==> src/rtl/flyback_pi_pkg.sv <==
package flyback_pi_pkg;
    typedef enum logic [1:0] {
        ST_OFF  = 2'd0,
        ST_RAMP = 2'd1,
        ST_RUN  = 2'd2
    } reg_state_e;
endpackage

==> src/rtl/pi_gain.sv <==
module pi_gain #(
    parameter int DW       = 8,
    parameter int ACC_W    = 20,
    parameter int KP_SH0   = 1,
    parameter int KP_SH1   = 0,
    parameter bit KP_ADD   = 1'b1,
    parameter int KI_SH    = 4
) (
    input  logic [DW-1:0]           sp,
    input  logic [DW-1:0]           vs,
    input  logic signed [ACC_W-1:0] integ,
    output logic signed [DW:0]      err,
    output logic signed [ACC_W-1:0] p_term,
    output logic signed [ACC_W-1:0] i_sum
);
    logic signed [ACC_W-1:0] err_x;

    always_comb begin
        err   = $signed({1'b0, sp}) - $signed({1'b0, vs});
        err_x = {{(ACC_W-DW-1){err[DW]}}, err};
        i_sum = integ + (err_x <<< KI_SH);
    end

    generate
        if (KP_ADD) begin : g_kp_two_terms
            always_comb p_term = (err_x <<< KP_SH0) + (err_x <<< KP_SH1);
        end else begin : g_kp_one_term
            always_comb p_term = err_x <<< KP_SH0;
        end
    endgenerate
endmodule

==> src/rtl/pi_limit.sv <==
module pi_limit #(
    parameter int DW       = 8,
    parameter int ACC_W    = 20,
    parameter int FRAC     = 8,
    parameter int DUTY_MAX = 165
) (
    input  logic signed [ACC_W-1:0] i_sum,
    input  logic signed [ACC_W-1:0] p_term,
    input  logic [DW-1:0]           ceil_v,
    output logic signed [ACC_W-1:0] i_clamped,
    output logic [DW-1:0]           duty_v,
    output logic                    sat_hi,
    output logic                    sat_lo
);
    localparam logic signed [ACC_W-1:0] ILIM = ACC_W'(DUTY_MAX * (2 ** FRAC));

    logic signed [ACC_W-1:0] cmd;
    logic signed [ACC_W-1:0] ceil_x;

    always_comb begin
        if (i_sum[ACC_W-1])
            i_clamped = '0;
        else if (i_sum > ILIM)
            i_clamped = ILIM;
        else
            i_clamped = i_sum;

        cmd    = (i_clamped >>> FRAC) + p_term;
        ceil_x = $signed({{(ACC_W-DW){1'b0}}, ceil_v});
        sat_hi = cmd > ceil_x;
        sat_lo = cmd[ACC_W-1];

        if (sat_hi)
            duty_v = ceil_v;
        else if (sat_lo)
            duty_v = '0;
        else
            duty_v = cmd[DW-1:0];
    end
endmodule

==> src/rtl/pi_softstart.sv <==
module pi_softstart #(
    parameter int DW         = 8,
    parameter int DUTY_MAX   = 165,
    parameter int RAMP_TICKS = 4
) (
    input  logic          clk,
    input  logic          rst_n,
    input  logic          clear,
    input  logic          step,
    output logic [DW-1:0] ceil_o,
    output logic          at_max
);
    localparam int CW = $clog2(RAMP_TICKS + 1);
    localparam logic [CW-1:0] CNT_LAST = CW'(RAMP_TICKS - 1);
    localparam logic [DW-1:0] MAX_V    = DW'(DUTY_MAX);

    logic [CW-1:0] cnt_q;
    logic [DW-1:0] ceil_q;

    assign ceil_o = ceil_q;
    assign at_max = (ceil_q == MAX_V);

    always_ff @(posedge clk or negedge rst_n) begin
        if (!rst_n) begin
            cnt_q  <= '0;
            ceil_q <= '0;
        end else if (clear) begin
            cnt_q  <= '0;
            ceil_q <= '0;
        end else if (step && !at_max) begin
            if (cnt_q == CNT_LAST) begin
                cnt_q  <= '0;
                ceil_q <= ceil_q + 1'b1;
            end else begin
                cnt_q <= cnt_q + 1'b1;
            end
        end
    end

    AST_CEIL_CAP: assert property (@(posedge clk) disable iff (!rst_n)
        ceil_q <= MAX_V);
    AST_CEIL_SLEW: assert property (@(posedge clk) disable iff (!rst_n)
        !clear |=> (ceil_q == $past(ceil_q)) || (ceil_q == $past(ceil_q) + 1'b1));
endmodule

==> src/rtl/flyback_pi_duty.sv <==
module flyback_pi_duty #(
    parameter int DW         = 8,
    parameter int FRAC       = 8,
    parameter int DUTY_MAX   = 165,
    parameter int RAMP_TICKS = 4,
    parameter int KP_SH0     = 1,
    parameter int KP_SH1     = 0,
    parameter bit KP_ADD     = 1'b1,
    parameter int KI_SH      = 4
) (
    input  logic          clk,
    input  logic          rst_n,
    input  logic          en,
    input  logic          tick,
    input  logic [DW-1:0] setpoint,
    input  logic [DW-1:0] vsample,
    output logic [DW-1:0] duty,
    output logic          sat
);
    import flyback_pi_pkg::*;

    localparam int ACC_W = DW + FRAC + 4;
    localparam logic [DW-1:0] MAX_V = DW'(DUTY_MAX);
    localparam logic signed [ACC_W-1:0] ILIM = ACC_W'(DUTY_MAX * (2 ** FRAC));

    reg_state_e state_q, state_d;

    logic [DW-1:0]           duty_q;
    logic                    sat_q;
    logic signed [ACC_W-1:0] integ_q;

    logic signed [DW:0]      err;
    logic signed [ACC_W-1:0] p_term, i_sum, i_clamped;
    logic [DW-1:0]           ceil_v, duty_v;
    logic                    sat_hi, sat_lo, at_max;
    logic                    ramp_step, upd, hold_int;

    pi_gain #(
        .DW(DW), .ACC_W(ACC_W), .KP_SH0(KP_SH0), .KP_SH1(KP_SH1),
        .KP_ADD(KP_ADD), .KI_SH(KI_SH)
    ) u_gain (
        .sp(setpoint), .vs(vsample), .integ(integ_q),
        .err(err), .p_term(p_term), .i_sum(i_sum)
    );

    pi_limit #(
        .DW(DW), .ACC_W(ACC_W), .FRAC(FRAC), .DUTY_MAX(DUTY_MAX)
    ) u_limit (
        .i_sum(i_sum), .p_term(p_term), .ceil_v(ceil_v),
        .i_clamped(i_clamped), .duty_v(duty_v), .sat_hi(sat_hi), .sat_lo(sat_lo)
    );

    pi_softstart #(
        .DW(DW), .DUTY_MAX(DUTY_MAX), .RAMP_TICKS(RAMP_TICKS)
    ) u_soft (
        .clk(clk), .rst_n(rst_n), .clear(!en), .step(ramp_step),
        .ceil_o(ceil_v), .at_max(at_max)
    );

    // state register
    always_ff @(posedge clk or negedge rst_n) begin
        if (!rst_n) state_q <= ST_OFF;
        else        state_q <= state_d;
    end

    // next state and ramp stepping
    always_comb begin
        state_d   = state_q;
        ramp_step = 1'b0;
        unique case (state_q)
            ST_OFF: begin
                ramp_step = en && tick;
                if (en) state_d = ST_RAMP;
            end
            ST_RAMP: begin
                ramp_step = en && tick;
                if (!en)         state_d = ST_OFF;
                else if (at_max) state_d = ST_RUN;
            end
            ST_RUN: begin
                if (!en) state_d = ST_OFF;
            end
            default: state_d = ST_OFF;
        endcase
    end

    assign upd      = en && tick;
    assign hold_int = (sat_hi && !err[DW] && (err != '0)) || (sat_lo && err[DW]);

    // outputs and integrator
    always_ff @(posedge clk or negedge rst_n) begin
        if (!rst_n) begin
            duty_q  <= '0;
            sat_q   <= 1'b0;
            integ_q <= '0;
        end else if (!en) begin
            duty_q  <= '0;
            sat_q   <= 1'b0;
            integ_q <= '0;
        end else if (upd) begin
            duty_q <= duty_v;
            sat_q  <= sat_hi || sat_lo;
            if (!hold_int) integ_q <= i_clamped;
        end
    end

    assign duty = duty_q;
    assign sat  = sat_q;

    AST_DUTY_MAX: assert property (@(posedge clk) disable iff (!rst_n)
        duty_q <= MAX_V);
    AST_DUTY_UNDER_CEIL: assert property (@(posedge clk) disable iff (!rst_n)
        duty_q <= ceil_v);
    AST_HOLD_NO_TICK: assert property (@(posedge clk) disable iff (!rst_n)
        en && !tick |=> $stable(duty_q) && $stable(sat_q) && $stable(integ_q));
    AST_OFF_CLEAR: assert property (@(posedge clk) disable iff (!rst_n)
        !en |=> (duty_q == '0) && !sat_q && (integ_q == '0) && (ceil_v == '0));
    AST_INTEG_RANGE: assert property (@(posedge clk) disable iff (!rst_n)
        !integ_q[ACC_W-1] && (integ_q <= ILIM));
    AST_RUN_AT_MAX: assert property (@(posedge clk) disable iff (!rst_n)
        (state_q == ST_RUN) |-> at_max);
endmodule

==> config.mk <==
export PLATFORM = sky130hd
export DESIGN_NAME = flyback_pi_duty
export DESIGN_NICKNAME = d
export VERILOG_FILES = /design/src/rtl/flyback_pi_pkg.sv /design/src/rtl/pi_gain.sv /design/src/rtl/pi_limit.sv /design/src/rtl/pi_softstart.sv /design/src/rtl/flyback_pi_duty.sv
export SDC_FILE = /design/constraint.sdc
export NUM_CORES = 1
export LEC_CHECK = 0
export BUFFER_PORTS_ARGS = -buffer_cell sky130_fd_sc_hd__buf_2
export CAP_MARGIN = 30
export CELL_PAD_IN_SITES_DETAIL_PLACEMENT = 0
export CELL_PAD_IN_SITES_GLOBAL_PLACEMENT = 1
export CORE_AREA = 5 5 85 106
export CTS_CLUSTER_SIZE = 20
export DETAILED_ROUTE_END_ITERATION = 8
export DIE_AREA = 0 0 90 111
export PLACE_DENSITY_LB_ADDON = 0.1
export SLEW_MARGIN = 30
export SYNTH_ARGS = -nofsm -noshare
export SYNTH_HDL_FRONTEND = slang
export SYNTH_SLANG_ARGS = --single-unit
export TNS_END_PERCENT = 5
==> constraint.sdc <==
create_clock -name clk -period 11.3 [get_ports clk]
set_input_delay 2.26 -clock clk [delete_from_list [all_inputs] [get_ports clk]]
set_output_delay 2.26 -clock clk [all_outputs]
set_load 0.01 [all_outputs]
==> results of run 1 <==
==> cells by family (layout without fill, tap and decap cells) <==
family | Yosys count | in the layout | share of synthesized area
other | 2 | 2 | 0.00192
AOI/OAI and AO/OA | 114 | 114 | 0.210
buffers and inverters | 54 | 81 | 0.0553
adders and majority gates | 63 | 63 | 0.223
muxes | 8 | 8 | 0.0205
DFF | 37 | 37 | 0.237
xor gates and xnor gates | 31 | 31 | 0.0713
and+or+nand+nor | 126 | 126 | 0.182
==> layer usage <==
| layer | vias to the layer above | global-route usage |
|---|---|---|
| li1 | 1599 | - |
| met1 | 1470 | 0.221 |
| met2 | 57 | 0.329 |
| met3 | 14 | 0.0197 |
| met4 | 0 | 0.0606 |
| met5 | - | 0 |
==> sequential cells by signal, indices dropped and copies added (netlist names) <==
register       count
sat                1
state_q            2
u_soft.cnt_q       3
duty               8
u_soft.ceil_o      8
integ_q           15
==> worst reg2reg max path, delay by kind of cell (launching register included) <==
| family | cells | cell delay, ns |
|---|---|---|
| and+or+nand+nor | 8 | 2.06 |
| adders and majority gates | 6 | 2.07 |
| AOI/OAI and AO/OA | 11 | 2.32 |
| buffers and inverters | 2 | 0.10 |
| DFF | 1 | 0.36 |
| xor gates and xnor gates | 1 | 0.12 |
==> worst min path at each step <==
stage | from | to | slack (ns) | cells after the start
finish | integ_q[16] | integ_q[16] | 0.51 | 1
global route | u_soft.cnt_q[2] | u_soft.cnt_q[2] | 0.53 | 2
CTS | integ_q[16] | integ_q[16] | 0.51 | 1
detailed placement | integ_q[16] | integ_q[16] | 0.49 | 1
global placement | integ_q[16] | integ_q[16] | 0.49 | 1
floorplan | integ_q[11] | integ_q[11] | 0.45 | 2
==> layout by cell type, fill, tap and decap left out, types with 4 or more instances in the layout <==
master and instances:
nand4_1 5, dfrtp_1 37, nor2_1 19, fa_1 11
and2_1 16, inv_1 45, nand3_1 9, nand3b_1 4
nor4_1 5, o21a_1 4, nand2_1 25, nor2b_1 6
a21oi_1 30, ha_1 52, nand2b_1 6, xor2_1 14
o21bai_1 4, clkbuf_8 5, mux2i_1 8, a221o_1 4
a31oi_1 6, a22o_2 5, o211ai_1 4, nor3_1 7
o21ai_0 20, a21o_1 12, xnor2_1 16, buf_2 28
==> synthesized netlist by cell type, types with 3 or more instances <==
| cell | count | area (um2) |
|---|---|---|
| a221o_1 | 4 | 40.0 |
| fa_1 | 11 | 220 |
| clkbuf_1 | 4 | 15.0 |
| o21ai_0 | 20 | 100 |
| nor3_1 | 7 | 35.0 |
| a21o_1 | 12 | 90.1 |
| mux2i_1 | 8 | 80.1 |
| nand4_1 | 5 | 31.3 |
| and2_1 | 16 | 100 |
| nor3b_1 | 3 | 22.5 |
| nand3_1 | 9 | 45.0 |
| dfrtp_1 | 37 | 926 |
| a21oi_1 | 30 | 150 |
| nand3b_1 | 4 | 30.0 |
| o211ai_1 | 4 | 30.0 |
| inv_1 | 45 | 169 |
| o21a_1 | 4 | 30.0 |
| nor2b_1 | 6 | 37.5 |
| nand2_1 | 25 | 93.8 |
| and3_2 | 3 | 22.5 |
| ha_1 | 52 | 651 |
| o21bai_1 | 4 | 30.0 |
| nor4_1 | 5 | 31.3 |
| nand2b_1 | 6 | 37.5 |
| a31oi_1 | 6 | 37.5 |
| xor2_1 | 14 | 123 |
| xnor2_1 | 16 | 140 |
| a22o_2 | 5 | 50.1 |
| nor2_1 | 19 | 71.3 |
==> stage by stage <==
| stage | power (mW) | setup slack (ns) | utilization |
|---|---|---|---|
| 6_report | 0.691 | 1.22 | 0.547 |
| 5_1_grt | 0.752 | 0.583 | 0.547 |
| 4_1_cts | 0.693 | 1.12 | 0.547 |
| 3_5_place_dp | 0.553 | 0.813 | 0.529 |
| 3_3_place_gp | 0.548 | 1.05 | 0.529 |
| 2_1_floorplan | 0.464 | 2.02 | - |
==> cell type report <==
class	count	area (um2)
fill	749	3530
multi-input combinational	344	2780
sequential	37	926
inverter	45	169
timing repair buffer	28	140
tap	95	119
clock buffer	5	68.8
clock inverter	3	65.1
==> power by group through the flow <==
stage | combinational [mW] | sequential, mW | clock [mW]
after floorplan | 0.317 | 0.147 | 0
after global placement | 0.402 | 0.147 | 0
after detailed placement | 0.406 | 0.147 | 0
after CTS | 0.409 | 0.144 | 0.140
after global routing | 0.462 | 0.145 | 0.144
final | 0.410 | 0.144 | 0.137
==> impl_metrics.csv, run 1 <==
group,metric,value,unit
run_status,status,"complete, no violations",
routing,remaining_drc_errors,0,
power,power_density,162,nW/um2
placement,io_buffers,28,
power,p_seq_frac,0.209,
clock_network,postCtsResizedCells,0,
clock_network,h-tree-depth,2,
final_layout,num_antenna_cells,0,
placement,dp_cells,549,
job,cap_violations,0,
synthesis,ys_seq_elements,37,
clock_network,clkSinkCount,37,
synthesis,synth_ff_type,"dfrtp_1",
critical_path,cp-end-kind,"register",
power,pwr-share-clk,0.198,
floorplanning,fp.coreArea,7790,um2
timing,timing.hold.ws,0.508,ns
timing,setup_viol,0,
critical_path,slowest_stage,"fa_1",
placement,placed_area,4130,um2
timing,drv_slew,0,
critical_path,cpPeakStageDelay,0.50,ns
synthesis,synth_area,3910,um2
routing,wl_met3,267,um
final_layout,finalNetCount,544,
timing,timing.fmax,99.2,MHz
routing,first_iter_violations,193,
global_routing,grt_pass1_wl,15100,um
critical_path,worst-setup-path-type,"in -> reg",
timing,rsz0062_at_grt,"no",
clock_network,cts_tree,"done",
synthesis,synth-edff-count,0,
routing,top_layer,"met4",
clock_network,postCtsSetupRepairBufs,0,
power,p_leak,2.12,nW
hold_path,hold_class,"reg -> reg",
clock_network,cts_hold_buffers,0,
synthesis,ys_seq_area_frac,0.237,
floorplanning,rows,36,
power,pwr-share-comb,0.593,
power,power.internal,0.398,mW
global_routing,grt_pass1_vias,3217,
timing,skew,0.00519,ns
floorplanning,floorplan.initialDensity,0.502,
timing,timing.final.crit_share,0.892,
timing,max-slew-margin-rel,0.465,
placement,globalplace.congestion,0.858,
synthesis,yosys.cell_types.count,67,
timing,hold_viol,0,
critical_path,required,11.54,ns
power,peakVddDrop,0.138,mV
power,power_switching_share,0.425,
critical_path,critPathMaxFanout,7,
final_layout,final_cell_area,4260,um2
power,switching_power,0.294,mW
synthesis,synth_nets,518,
synthesis,avgSynthCellArea,9.00,um2
critical_path,crit_path_frequent_cell,"a21o_1",
clock_network,clock_latency,0.30,ns
floorplanning,die_area,9990,um2
routing,vias,3140,
final_layout,final_layout_size_suffix_gt1_frac,0.132,
global_routing,grt_max_degree,38,
timing,fin_setup_tns,0,ns
critical_path,cp_num_cells,37,
floorplanning,fp.dieH,111,um
critical_path,r2r_start,"integ_q[4]",
critical_path,ff2ff_setup_slack,4.21,ns
final_layout,stdcell_count,557,
routing,drtPass1Iterations,4,
critical_path,r2r_end,"integ_q[9]",
critical_path,crit_start,"vsample[1]",
global_routing,grt_antenna_before_repair,0,
routing,wirelength,8870,um
final_layout,syn_to_final_growth,8.92,%
critical_path,crit_buf_inv,3,
floorplanning,die_w,90,um
synthesis,syn_inst,435,
routing,wl_met2,4510,um
clock_network,cts.clk_slew.worst_paths,0.07,ns
critical_path,crit_family,"compound AO/OA/AOI/OAI gates",
routing,met1_length,3890,um
global_routing,grt_use_total,0.181,
floorplanning,ioPinCount,29,
placement,dp_hpwl,7280,um
routing,drtAntennaViolNets,0,
routing,wire_per_inst,15.9,um
synthesis,ys_warn_count,0,
clock_network,numCtsBuffers,5,
synthesis,synthArstFlopShare,1.00,
clock_network,root_buffer,"clkbuf_8",
critical_path,cp-endpoint,"integ_q[9]",
timing,worstMarginPinSlew,0.803,ns
timing,min_period,10.08,ns
routing,viasPerCell,5.64,
critical_path,worstSetupStartpointType,"input pin",
critical_path,r2r_cells,28,
critical_path,arrival,10.32,ns
clock_network,cts_buffer_depth,2,
global_routing,overflow,0,
No activity file was read; power rests on OpenSTA's default activity.
==> run 2, diff against run 1 <==
Settings changed: PLACE_DENSITY set to 0.83, PLACE_DENSITY_LB_ADDON 0.1 to unset.
==> run 2 against run 1 <==
Effect of this change: clock skew is 0.0040 ns higher; final cell count is the same; non-clock buffer count unchanged; largest cell class unchanged; largest power group unchanged.
==> impl_metrics.csv, run 2 (synthesis results as in run 1) <==
group,metric,value,unit
power,power_switching_share,0.454,
routing,drtAntennaViolNets,0,
timing,setup_viol,0,
routing,viasPerCell,5.68,
critical_path,cpPeakStageDelay,0.53,ns
critical_path,critPathMaxFanout,12,
final_layout,num_antenna_cells,0,
global_routing,grt_use_total,0.173,
timing,worstMarginPinSlew,0.808,ns
placement,dp_cells,549,
global_routing,grt_pass1_vias,3178,
power,switching_power,0.294,mW
clock_network,clkSinkCount,37,
routing,drtPass1Iterations,4,
clock_network,cts_hold_buffers,0,
global_routing,overflow,0,
final_layout,syn_to_final_growth,7.80,%
critical_path,crit_path_frequent_cell,"ha_1",
routing,first_iter_violations,167,
routing,wirelength,8550,um
global_routing,grt_antenna_before_repair,0,
clock_network,cts_tree,"done",
critical_path,worstSetupStartpointType,"input pin",
clock_network,numCtsBuffers,5,
timing,max-slew-margin-rel,0.462,
power,pwr-share-comb,0.629,
timing,skew,0.00922,ns
hold_path,hold_class,"reg -> reg",
final_layout,regArea,926,um2
clock_network,cts.clk_slew.worst_paths,0.08,ns
clock_network,postCtsResizedCells,0,
final_layout,multiInputGateArea,2780,um2
final_layout,final_cell_mix,"52 x ha_1, 45 x inv_1, 37 x dfrtp_1",
final_layout,final_layout_size_suffix_gt1_frac,0.132,
routing,remaining_drc_errors,0,
clock_network,clock_latency,0.30,ns
timing,timing.final.crit_share,0.888,
final_layout,top_register,"integ_q",
power,pwr-share-clk,0.148,
critical_path,worst-setup-path-type,"in -> reg",
final_layout,stdcell_count,557,
global_routing,grt_pass1_wl,14600,um
final_layout,layout_commonest_cell,"ha_1",
floorplanning,fp.dieH,111,um
critical_path,arrival,10.27,ns
clock_network,h-tree-depth,2,
floorplanning,die_area,9990,um2
placement,dp_hpwl,7080,um
timing,hold_viol,0,
floorplanning,die_w,90,um
run_status,status,"complete, no violations",
critical_path,cp-end-kind,"register",
critical_path,required,11.54,ns
job,cap_violations,0,
timing,fin_setup_tns,0,ns
routing,wire_per_inst,15.4,um
clock_network,root_buffer,"clkbuf_8",
timing,min_period,10.03,ns
power,power_density,154,nW/um2
critical_path,slowest_stage,"o22ai_2",
routing,vias,3161,
placement,io_buffers,28,
power,power.internal,0.354,mW
power,p_seq_frac,0.223,
floorplanning,ioPinCount,29,
clock_network,cts_buffer_depth,2,
critical_path,crit_buf_inv,4,
final_layout,nFillCells,756,
floorplanning,rows,36,
timing,timing.fmax,99.7,MHz
final_layout,finalNetCount,544,
timing,drv_slew,0,
global_routing,grt_max_degree,38,
final_layout,final_util,0.541,
timing,rsz0062_at_grt,"no",
critical_path,crit_family,"compound AO/OA/AOI/OAI gates",
clock_network,postCtsSetupRepairBufs,0,
floorplanning,floorplan.initialDensity,0.502,
final_layout,largest_reg_flops,15,
power,p_leak,2.09,nW
power,peakVddDrop,0.0846,mV
placement,globalplace.congestion,0.818,
floorplanning,fp.coreArea,7790,um2
-- run 2: final timing paths --
kind	slack, ns	endpoint	start	cells past startpoint
hold / removal	0.50	integ_q[18]	integ_q[18]	1
hold reg to reg	0.50	integ_q[18]	integ_q[18]	1
setup / recovery	1.27	integ_q[7]	setpoint[0]	34
setup reg to reg	4.24	integ_q[7]	integ_q[4]	28
min in group asynchronous	2.05	integ_q[17]	rst_n	1
max in group asynchronous	8.74	u_soft.ceil_o[5]	rst_n	1
-- run 2: layer usage --
metal  track usage  part of all wire  routed length [um]
met5             0                 0                   0
met4        0.0506             0.015                 131
met2         0.310              0.50                4270
met3        0.0156             0.026                 220
met1         0.219              0.46                3930
-- run 2: power by group through the flow --
stage	combinational, mW	sequential [mW]	clock (mW)
global route	0.461	0.145	0.103
finish	0.408	0.144	0.0963
detailed placement	0.406	0.147	0
floorplan	0.317	0.147	0
global placement	0.398	0.147	0
CTS	0.408	0.144	0.0974
-- run 2: worst reg2reg max path: cells and delay by family, from the launching register on --
family | cells | cell delay [ns]
fa+ha+maj | 6 | 2.07
buf+inv | 2 | 0.11
compound gates | 11 | 2.35
xor+xnor | 1 | 0.12
flops | 1 | 0.36
simple gates | 8 | 2.03
-- run 2: cell type report --
type	count	share of cell area
clock inverter	3	0.00504
inverter	45	0.0400
tap	95	0.0282
sequential	37	0.219
timing repair buffer	28	0.0332
multi-input combinational	344	0.658
clock buffer	5	0.0163
-- run 2: metrics by stage --
step,worst slack (ns),cell area [um2],total power [mW],hold WS [ns]
6_report,1.27,4220,0.648,0.498
5_1_grt,0.705,4220,0.710,0.522
4_1_cts,1.26,4220,0.650,0.504
3_5_place_dp,0.948,4130,0.552,0.486
3_3_place_gp,1.10,4130,0.545,0.487
2_1_floorplan,2.02,3910,0.464,0.454
==> run 3, diff against run 2 <==
Settings changed: REMOVE_ABC_BUFFERS set to 1.
==> run 3 against run 2 <==
Effect of this change: register-to-register slack worse by 0.22 ns; final cell count up 0.18%; first-iteration DRC count down 38%; die area unchanged; total power up 5.0%; hold slack better by 0.0024 ns; sequential cell count unchanged; utilization up 0.67 points; sequential power about the same.
==> impl_metrics.csv, run 3 (synthesis results as in run 1) <==
group,metric,value,unit
critical_path,critPathMaxFanout,12,
global_routing,grt_max_degree,38,
critical_path,crit_path_frequent_cell,"ha_1",
critical_path,cpPeakStageDelay,0.51,ns
floorplanning,fp.dieH,111,um
clock_network,postCtsSetupRepairBufs,0,
critical_path,required,11.54,ns
clock_network,h-tree-depth,2,
timing,timing.hold.ws,0.500,ns
floorplanning,die_w,90,um
clock_network,postCtsResizedCells,0,
floorplanning,die_area,9990,um2
timing,rsz0062_at_grt,"no",
power,p_leak,2.12,nW
timing,hold_viol,0,
timing,max-slew-margin-rel,0.490,
power,peakVddDrop,0.0794,mV
critical_path,worstSetupStartpointType,"input pin",
routing,drtAntennaViolNets,0,
power,pwr-share-comb,0.611,
power,power_density,159,nW/um2
clock_network,cts_buffer_depth,2,
global_routing,grt_use_total,0.182,
routing,drtPass1Iterations,4,
critical_path,cp-end-kind,"register",
final_layout,final_cell_area,4270,um2
final_layout,syn_to_final_growth,9.14,%
job,cap_violations,0,
timing,timing.fmax,97.9,MHz
power,pwr-share-clk,0.177,
timing,skew,0.00879,ns
final_layout,largest_reg_flops,15,
placement,globalplace.congestion,0.840,
power,p_seq_frac,0.212,
routing,viasPerCell,5.75,
final_layout,final_cell_mix,"52 x ha_1, 45 x inv_1, 37 x dfrtp_1",
final_layout,layout_commonest_cell,"ha_1",
clock_network,cts_hold_buffers,0,
final_layout,multiInputGateArea,2780,um2
global_routing,grt_antenna_before_repair,0,
critical_path,worst-setup-path-type,"in -> reg",
clock_network,cts.clk_slew.worst_paths,0.09,ns
critical_path,slowest_stage,"o22ai_2",
critical_path,r2r_cells,28,
power,power.internal,0.378,mW
placement,placed_area,4130,um2
final_layout,stdcell_count,558,
timing,min_period,10.21,ns
final_layout,regArea,926,um2
power,power.total,0.681,mW
clock_network,root_buffer,"clkbuf_8",
routing,vias,3206,
global_routing,grt_pass1_vias,3280,
clock_network,clkSinkCount,37,
timing,timing.final.crit_share,0.904,
floorplanning,ioPinCount,29,
final_layout,nFillCells,735,
timing,setup_viol,0,
timing,fin_setup_tns,0,ns
global_routing,overflow,0,
timing,drv_slew,0,
routing,first_iter_violations,104,
floorplanning,fp.coreArea,7790,um2
routing,wire_per_inst,16.2,um
clock_network,cts_tree,"done",
final_layout,top_register,"integ_q",
clock_network,clock_latency,0.29,ns
run_status,status,"complete, no violations",
timing,worstMarginPinSlew,0.757,ns
placement,dp_hpwl,7350,um
power,switching_power,0.303,mW
final_layout,finalNetCount,545,
clock_network,numCtsBuffers,5,
critical_path,arrival,10.45,ns
placement,dp_cells,549,
routing,wirelength,9030,um
hold_path,hold_class,"reg -> reg",
routing,remaining_drc_errors,0,
global_routing,grt_pass1_wl,15200,um
placement,io_buffers,28,
final_layout,num_antenna_cells,0,
power,power_switching_share,0.445,
floorplanning,rows,36,
hold_path,whs_path_depth,1,
final_layout,final_layout_size_suffix_gt1_frac,0.134,
floorplanning,floorplan.initialDensity,0.502,
-- run 3: cell types whose count changed in the layout (fill, tap and decap cells not counted), sizes merged --
cell    change
bufinv      +1
buf         +1
inv         -1
-- run 3: per-stage QoR --
stage / util / setup WS (ns)
after floorplan: - / 2.02
after global placement: 0.529 / 0.879
after detailed placement: 0.530 / 0.816
after CTS: 0.545 / 1.11
after global routing: 0.548 / 0.454
final: 0.548 / 1.09
-- run 3: layout make-up --
class | instances | area share
well taps | 95 | 0.0278
multi-input cells | 344 | 0.650
clock buffers | 5 | 0.0161
clock inverters | 3 | 0.0108
inverters | 45 | 0.0395
repair buffers | 29 | 0.0393
flip-flops and latches | 37 | 0.217
-- run 3: final timing paths --
kind	from	to	slack (ns)
worst max-delay path	setpoint[0]	integ_q[7]	1.09
worst min-delay path	integ_q[18]	integ_q[18]	0.50
worst max register to register	integ_q[4]	integ_q[7]	4.02
worst min register to register	integ_q[18]	integ_q[18]	0.50
max in group asynchronous	rst_n	duty[1]	8.93
min in group asynchronous	rst_n	u_soft.cnt_q[1]	1.91
-- run 3: power by group through the flow --
stage               Combinational, mW  Sequential, mW  Clock [mW]
global route                    0.470           0.145       0.127
global placement                0.404           0.147           0
CTS                             0.417           0.144       0.123
finish                          0.416           0.144       0.121
detailed placement              0.415           0.147           0
floorplan                       0.314           0.147           0
-- run 3: per-layer routing --
| metal | share of wire | global-route usage |
|---|---|---|
| met4 | 0.014 | 0.0487 |
| met3 | 0.021 | 0.0183 |
| met2 | 0.53 | 0.349 |
| met1 | 0.43 | 0.212 |
| met5 | 0 | 0 |
-- run 3: worst max-delay path, delay by kind of cell --
| kind | cells | cell delay [ns] |
|---|---|---|
| adder cells (fa/ha/maj) | 7 | 2.43 |
| AO/OA/AOI/OAI | 13 | 3.22 |
| AND/OR/NAND/NOR | 9 | 2.12 |
| buffers and inverters | 4 | 0.25 |
| XOR/XNOR | 1 | 0.14 |
